**src/rtl/hsp_pkg.sv**
```systemverilog
`timescale 1ns/1ps
package hsp_pkg;
  localparam int BYTE_W = 8;
  localparam int ID_W   = 7;
  localparam logic [ID_W-1:0]   SYNC_ID    = 7'h40;
  localparam logic [ID_W-1:0]   TMO_ID     = 7'h41;
  localparam logic [BYTE_W-1:0] SYNC_CODE  = 8'hE4;
  localparam logic [BYTE_W-1:0] TMO_RESET  = 8'hFF;
  localparam logic [BYTE_W-1:0] REALIGN    = 8'hFF;

  typedef enum logic [1:0] {
    PH_INSTR = 2'd0,
    PH_WDATA = 2'd1,
    PH_RDATA = 2'd2
  } phase_t;
endpackage

```
**src/rtl/hsp_sync.sv**
```systemverilog
`timescale 1ns/1ps
// Two-flop synchronizer for a bundle of asynchronous pins.
module hsp_sync #(
  parameter int W = 3,
  parameter logic [W-1:0] RST_VAL = '0
) (
  input  logic         clk,
  input  logic         rst,
  input  logic [W-1:0] d,
  output logic [W-1:0] q
);
  logic [W-1:0] meta;

  always_ff @(posedge clk) begin
    if (rst) begin
      meta <= RST_VAL;
      q    <= RST_VAL;
    end else begin
      meta <= d;
      q    <= meta;
    end
  end
endmodule

```
**src/rtl/hsp_shifter.sv**
```systemverilog
`timescale 1ns/1ps
// Per-window byte shifter: receives on serial rising edges, transmits on falling edges.
module hsp_shifter #(
  parameter int BW = 8
) (
  input  logic          clk,
  input  logic          rst,
  input  logic          win_open,
  input  logic          win_start,
  input  logic          win_end,
  input  logic          sck_rise,
  input  logic          sck_fall,
  input  logic          mosi_s,
  input  logic          load_en,
  input  logic [BW-1:0] load_byte,
  output logic [BW-1:0] rx_byte,
  output logic          byte_ok,
  output logic          byte_err,
  output logic          miso,
  output logic          miso_oe
);
  localparam int CNT_W = $clog2(BW + 2);
  localparam logic [CNT_W-1:0] CNT_MAX  = CNT_W'(BW + 1);
  localparam logic [CNT_W-1:0] CNT_FULL = CNT_W'(BW);

  logic [CNT_W-1:0] bit_cnt;
  logic [BW-1:0]    tx_sh;

  always_ff @(posedge clk) begin
    if (rst) begin
      bit_cnt  <= '0;
      rx_byte  <= '0;
      tx_sh    <= '0;
      byte_ok  <= 1'b0;
      byte_err <= 1'b0;
      miso_oe  <= 1'b0;
    end else begin
      byte_ok  <= 1'b0;
      byte_err <= 1'b0;
      miso_oe  <= win_open;
      if (win_start) begin
        bit_cnt <= '0;
        tx_sh   <= load_en ? load_byte : '0;
      end else if (win_open) begin
        if (sck_rise) begin
          rx_byte <= {rx_byte[BW-2:0], mosi_s};
          if (bit_cnt != CNT_MAX) bit_cnt <= bit_cnt + 1'b1;
        end
        if (sck_fall) tx_sh <= {tx_sh[BW-2:0], 1'b0};
      end
      if (win_end) begin
        if (bit_cnt == CNT_FULL) byte_ok  <= 1'b1;
        else                     byte_err <= 1'b1;
      end
    end
  end

  assign miso = tx_sh[BW-1];
endmodule

```
**src/rtl/hsp_regfile.sv**
```systemverilog
`timescale 1ns/1ps
// General registers in an inferable RAM, plus the check code and timeout limit.
module hsp_regfile
  import hsp_pkg::*;
#(
  parameter int NREGS = 8
) (
  input  logic              clk,
  input  logic              rst,
  input  logic              we,
  input  logic              re,
  input  logic [ID_W-1:0]   addr,
  input  logic [BYTE_W-1:0] wdata,
  output logic [BYTE_W-1:0] rdata,
  output logic [BYTE_W-1:0] tmo_limit
);
  localparam int AW = (NREGS > 1) ? $clog2(NREGS) : 1;

  logic [BYTE_W-1:0] mem [NREGS];
  logic in_gen;

  assign in_gen = int'(addr) < NREGS;

  always_ff @(posedge clk) begin
    if (we && in_gen) mem[addr[AW-1:0]] <= wdata;
  end

  always_ff @(posedge clk) begin
    if (rst) begin
      tmo_limit <= TMO_RESET;
    end else if (we && addr == TMO_ID) begin
      tmo_limit <= wdata;
    end
  end

  always_ff @(posedge clk) begin
    if (rst) begin
      rdata <= '0;
    end else if (re) begin
      if (in_gen)                rdata <= mem[addr[AW-1:0]];
      else if (addr == SYNC_ID)  rdata <= SYNC_CODE;
      else if (addr == TMO_ID)   rdata <= tmo_limit;
      else                       rdata <= '0;
    end
  end

  AST_SYNC_CODE: assert property (@(posedge clk) disable iff (rst)
    (re && addr == SYNC_ID) |=> rdata == SYNC_CODE);
  AST_TMO_ONLY_BY_ID: assert property (@(posedge clk) disable iff (rst)
    !(we && addr == TMO_ID) |=> $stable(tmo_limit));
  AST_UNMAPPED_ZERO: assert property (@(posedge clk) disable iff (rst)
    (re && !in_gen && addr != SYNC_ID && addr != TMO_ID) |=> rdata == '0);
endmodule

```
**src/rtl/host_serial_port.sv**
```systemverilog
`timescale 1ns/1ps
module host_serial_port
  import hsp_pkg::*;
#(
  parameter int NREGS    = 8,
  parameter int TO_SHIFT = 4
) (
  input  logic clk,
  input  logic rst,
  input  logic ser_clk,
  input  logic ser_cs_n,
  input  logic ser_mosi,
  output logic ser_miso,
  output logic ser_miso_oe
);
  localparam int TC_W = BYTE_W + TO_SHIFT + 1;

  logic [2:0] pins_s;
  logic cs_n_s, sck_s, mosi_s;
  logic cs_n_d, sck_d;
  logic win_start, win_end, sck_rise, sck_fall;

  hsp_sync #(.W(3), .RST_VAL(3'b100)) u_sync (
    .clk(clk), .rst(rst), .d({ser_cs_n, ser_clk, ser_mosi}), .q(pins_s)
  );
  assign {cs_n_s, sck_s, mosi_s} = pins_s;

  always_ff @(posedge clk) begin
    if (rst) begin
      cs_n_d <= 1'b1;
      sck_d  <= 1'b0;
    end else begin
      cs_n_d <= cs_n_s;
      sck_d  <= sck_s;
    end
  end

  assign win_start = !cs_n_s &&  cs_n_d;
  assign win_end   =  cs_n_s && !cs_n_d;
  assign sck_rise  =  sck_s  && !sck_d;
  assign sck_fall  = !sck_s  &&  sck_d;

  phase_t            phase;
  logic [ID_W-1:0]   id_q;
  logic [BYTE_W-1:0] wdata_q;
  logic              we_q, re_q;
  logic [BYTE_W-1:0] rx_byte, rdata, tmo_limit;
  logic              byte_ok, byte_err;
  logic [TC_W-1:0]   tmo_cnt, tmo_thr;
  logic              tmo_hit;

  hsp_shifter #(.BW(BYTE_W)) u_shift (
    .clk(clk), .rst(rst),
    .win_open(!cs_n_s), .win_start(win_start), .win_end(win_end),
    .sck_rise(sck_rise), .sck_fall(sck_fall), .mosi_s(mosi_s),
    .load_en(phase == PH_RDATA), .load_byte(rdata),
    .rx_byte(rx_byte), .byte_ok(byte_ok), .byte_err(byte_err),
    .miso(ser_miso), .miso_oe(ser_miso_oe)
  );

  hsp_regfile #(.NREGS(NREGS)) u_regs (
    .clk(clk), .rst(rst), .we(we_q), .re(re_q), .addr(id_q),
    .wdata(wdata_q), .rdata(rdata), .tmo_limit(tmo_limit)
  );

  assign tmo_thr = {1'b0, tmo_limit, {TO_SHIFT{1'b0}}};
  assign tmo_hit = (tmo_limit != '0) && (tmo_cnt >= tmo_thr);

  always_ff @(posedge clk) begin
    if (rst) begin
      tmo_cnt <= '0;
    end else if (win_start) begin
      tmo_cnt <= '0;
    end else if (phase != PH_INSTR && tmo_cnt != '1) begin
      tmo_cnt <= tmo_cnt + 1'b1;
    end
  end

  always_ff @(posedge clk) begin
    if (rst) begin
      phase   <= PH_INSTR;
      id_q    <= '0;
      wdata_q <= '0;
      we_q    <= 1'b0;
      re_q    <= 1'b0;
    end else begin
      we_q <= 1'b0;
      re_q <= 1'b0;
      if (phase != PH_INSTR && tmo_hit) begin
        phase <= PH_INSTR;
      end else if (byte_err) begin
        phase <= PH_INSTR;
      end else if (byte_ok) begin
        if (rx_byte == REALIGN) begin
          phase <= PH_INSTR;
        end else begin
          unique case (phase)
            PH_INSTR: begin
              id_q <= rx_byte[ID_W-1:0];
              if (rx_byte[BYTE_W-1]) begin
                phase <= PH_RDATA;
                re_q  <= 1'b1;
              end else begin
                phase <= PH_WDATA;
              end
            end
            PH_WDATA: begin
              we_q    <= 1'b1;
              wdata_q <= rx_byte;
              phase   <= PH_INSTR;
            end
            default: phase <= PH_INSTR;
          endcase
        end
      end
    end
  end

  AST_WRITE_NEEDS_INSTR: assert property (@(posedge clk) disable iff (rst)
    we_q |-> $past(phase) == PH_WDATA);
  AST_REALIGN_NO_WRITE: assert property (@(posedge clk) disable iff (rst)
    (byte_ok && rx_byte == REALIGN) |=> (!we_q && phase == PH_INSTR));
  AST_TIMEOUT_DROP: assert property (@(posedge clk) disable iff (rst)
    (phase != PH_INSTR && tmo_hit) |=> (phase == PH_INSTR && !we_q));
  AST_SHORT_WINDOW: assert property (@(posedge clk) disable iff (rst)
    byte_err |=> (phase == PH_INSTR && !we_q));
  AST_OE_QUIET: assert property (@(posedge clk) disable iff (rst)
    (ser_cs_n && $past(ser_cs_n) && $past(ser_cs_n, 2) && $past(ser_cs_n, 3))
      |-> !ser_miso_oe);
endmodule

```
**config.mk**
```make
export PLATFORM = sky130hd
export DESIGN_NAME = host_serial_port
export DESIGN_NICKNAME = d
export VERILOG_FILES = /design/src/rtl/hsp_pkg.sv /design/src/rtl/hsp_sync.sv /design/src/rtl/hsp_shifter.sv /design/src/rtl/hsp_regfile.sv /design/src/rtl/host_serial_port.sv
export SDC_FILE = /design/constraint.sdc
export NUM_CORES = 1
export LEC_CHECK = 0
export BUFFER_PORTS_ARGS = -buffer_cell sky130_fd_sc_hd__buf_2
export CAP_MARGIN = 10
export CORE_MARGIN = 5
export CORE_UTILIZATION = 35
export CTS_CLUSTER_DIAMETER = 40
export DETAILED_ROUTE_END_ITERATION = 8
export GPL_TIMING_DRIVEN = 0
export PLACE_DENSITY = 0.51
export SLEW_MARGIN = 20
export SYNTH_ARGS = -nofsm -noshare
export SYNTH_HDL_FRONTEND = slang
export SYNTH_HIERARCHICAL = 1
export SYNTH_SLANG_ARGS = --single-unit
```
**constraint.sdc**
```tcl
create_clock -name clk -period 3.7 [get_ports clk]
set_clock_uncertainty 0.15 [all_clocks]
set_input_delay 0.185 -clock clk [delete_from_list [all_inputs] [get_ports clk]]
set_output_delay 0.185 -clock clk [all_outputs]
set_load 0.01 [all_outputs]
```
==> impl_results.md <==
* DRC Markers at 0
* IO Count at 7
* Commonest cells after routing, fill and taps aside: dfxtp_1, edfxtp_1, nor2_1
* Count of cell types in the netlist at 55
* Setup violators final at 0
* CP delay by family, top: simple AND/OR/NAND/NOR gates
* CTS Sinks at 143
* P per Cell Area at about 470 mW/mm²
* Share of cells above drive strength 1 at 0.156
* Status: complete, no violations
* DR iter-0 viols at 243
* Vias per cell at 5.17
* Syn Inst Count at 500
* DR WL/cell at 17.3 µm
* Die Span X at 143 µm
* Max Root-Sink Buffers at 2
* First-pass GRT wire length at 21.6 mm
* # Max-Cap Violations at 0
* WP data required at 3.59 ns
* Mean post-synth cell area at 12.3 µm²
* Grt total ovfl at 0
* CTS H-tree lvls at 4
* CP arrival at 2.53 ns
* Pre-antenna DRT Iters at 4
* Synthesized area at 0.00616 mm²
* Post-layout nets at 550
* Final Cycle Share at 0.714
* Worst-Skew Late Latency at 0.43 ns
* Port bufs at 6
* Fill count at 1632
* Largest net degree at the start of global routing at 17
* Hold crit path type: flip-flop to flip-flop
* TritonCTS clock tree: done
* Unrepaired setup endpoints after global routing: no
* Synth Warn # at 6
* DRT antenna net count at 0
* Setup TNS at 0 ns
* Mapped Nets at 518
* Initial Utilization at 0.356
* FP Rows at 48
* Cells along the critical path: clkbuf_1 -> clkbuf_1 -> nand2_1 -> nor2_1
* Period minus WS final at 2.64 ns
* Slew Viols, Final at 0
* Fmax at 379 MHz
* CP Capture Type: flip-flop
* Seq/Total Area, Yosys at 0.569
* Crit path launch type: flip-flop
* Overall Power at 3330 µW
* Worst Path Buf+Inv at 2
* Global-route usage over all layers at 0.140
* Vias in the first global route at 3947
* CP dominant cell by count: clkbuf_1
* Clock Tree Root: clkbuf_16
* Crit-path max FO at 10
* Worst slew pin tran at 0.946 ns
* Leakage at 0.00244 µW
* Commonest non-fill, non-tap cell in the layout: dfxtp_1
* Chip height at 143 µm
* Slowest stage cell, crit path: nor2_1
* CP peak stage delay at 0.75 ns
* Final hold vios at 0
* Antenna Cells at 0
* Worst Reg-to-Reg Cells at 4
* Slew margin rel. at 0.367
* CTS Buf Count at 17
* Core Footprint at 0.0173 mm²
* Initial antenna violation count at 0
* IR drop worst, VDD at 299 µV
* Crit Path Category: flip-flop to flip-flop
* FF+latch count, synth at around 140
* Vias at 3982
* Synthesis-to-layout area growth at 15.6%
* Total Routed Length at 13.3 mm
* Die ar. at a little over 0.02 mm²
* Hold path depth at 1
* DP HPWL at around 9.3 mm
* Gpl congestion at approximately 0.81
* Crit. path cell count at 4
* Clk slew on worst S/H paths at around 0.070 ns
==> power breakdown <==
group	switching [µW]	internal, µW	total (µW)
clock network	730	893	1620
registers	3.46	1640	1650
logic	32.8	23.1	56.0
==> Yosys cell counts (all sizes together) <==
cell | count | area (µm²)
a21boi | 8 | 60.1
nand4bb | 1 | 11.3
edfxtp | 64 | 1920
dfxtp | 79 | 1580
nand2b | 23 | 144
and3b | 1 | 8.76
nor3 | 16 | 80.1
nand4b | 8 | 70.1
nand3b | 4 | 30.0
o2111ai | 1 | 8.76
xnor2 | 7 | 61.3
o31ai | 4 | 30.0
nor2 | 49 | 196
and4 | 3 | 26.3
nor2b | 19 | 119
a21o | 1 | 7.51
a21oi | 17 | 85.1
mux4 | 16 | 372
o221ai | 2 | 17.5
nor4 | 6 | 58.8
buf | 13 | 82.6
nand3 | 13 | 70.1
nand4 | 16 | 115
inv | 18 | 67.6
o211ai | 2 | 15.0
or2 | 5 | 31.3
ha | 13 | 163
a311oi | 8 | 76.3
clkbuf | 11 | 52.5
nand2 | 14 | 52.6
or3 | 7 | 46.3
and4bb | 3 | 37.5
nor4b | 3 | 47.5
a311o | 8 | 80.1
a32oi | 5 | 43.8
mux2i | 26 | 260
o21ai | 6 | 30.0
==> flip-flops by register name, summed over array words and instances, names as in the netlist, 2 cells and up <==
name,flops
u_regs/mem,64
tmo_cnt,13
u_regs/rdata,8
u_regs/tmo_limit,8
u_shift/rx_byte,8
u_shift/tx_sh,8
wdata_q,8
id_q,7
u_shift/bit_cnt,4
u_sync/meta,3
u_sync/q,3
phase,2
==> worst reg2reg max path, delay by kind of cell (launching register included) <==
family        cells  cell delay, ns
buf+inv           2            0.77
flops             1            0.46
simple gates      2            0.88
==> layer usage <==
metal,share of wire,track usage
met2,0.47,0.216
met1,0.49,0.194
met3,0.034,0.0392
met4,0.0086,0.0380
met5,0,0
==> what timing repair did <==
action / 4_1_cts / 5_1_grt
hold endpoints to repair: 5 / 0
gates resized for setup: 0 / 0
hold buffers: 6 / 0
setup buffers: 0 / 0
setup endpoints to repair: 0 / 0
==> through the flow <==
step                      setup WS, ns  utilization  instance area, µm²  hold slack [ns]  std cells
final                             1.06        0.412                7120            0.270        770
after global routing             0.792        0.412                7120            0.293        770
after CTS                         1.03        0.412                7120            0.284        770
after detailed placement          1.06        0.375                6490            0.216        732
after global placement           0.791        0.374                6470            0.216        731
after floorplan                   1.57            -                6160            0.107        500
==> logic make-up after synthesis <==
logic type      synth area share
fa+ha+maj                 0.0264
simple gates               0.186
mux                        0.103
flops                      0.569
compound gates            0.0737
buf+inv                   0.0329
xor+xnor                 0.00995
==> area by class of cell <==
class	count	area, µm²	area share
sequential	143	3500	0.492
multi-input combinational	315	2460	0.346
buffer	24	135	0.0190
inverter	18	67.6	0.00949
clock inverter	15	144	0.0202
tap	225	282	0.0395
clock buffer	17	425	0.0598
timing repair buffer	13	97.6	0.0137
==> final timing paths <==
kind | from | to | slack, ns
worst max-delay path | id_q[2] | u_regs/mem[5][7] | 1.06
worst min-delay path | u_sync/meta[2] | u_sync/q[2] | 0.27
worst max register to register | id_q[2] | u_regs/mem[5][7] | 1.06
worst min register to register | u_sync/meta[2] | u_sync/q[2] | 0.27
Power figures use the tool's default switching activity.
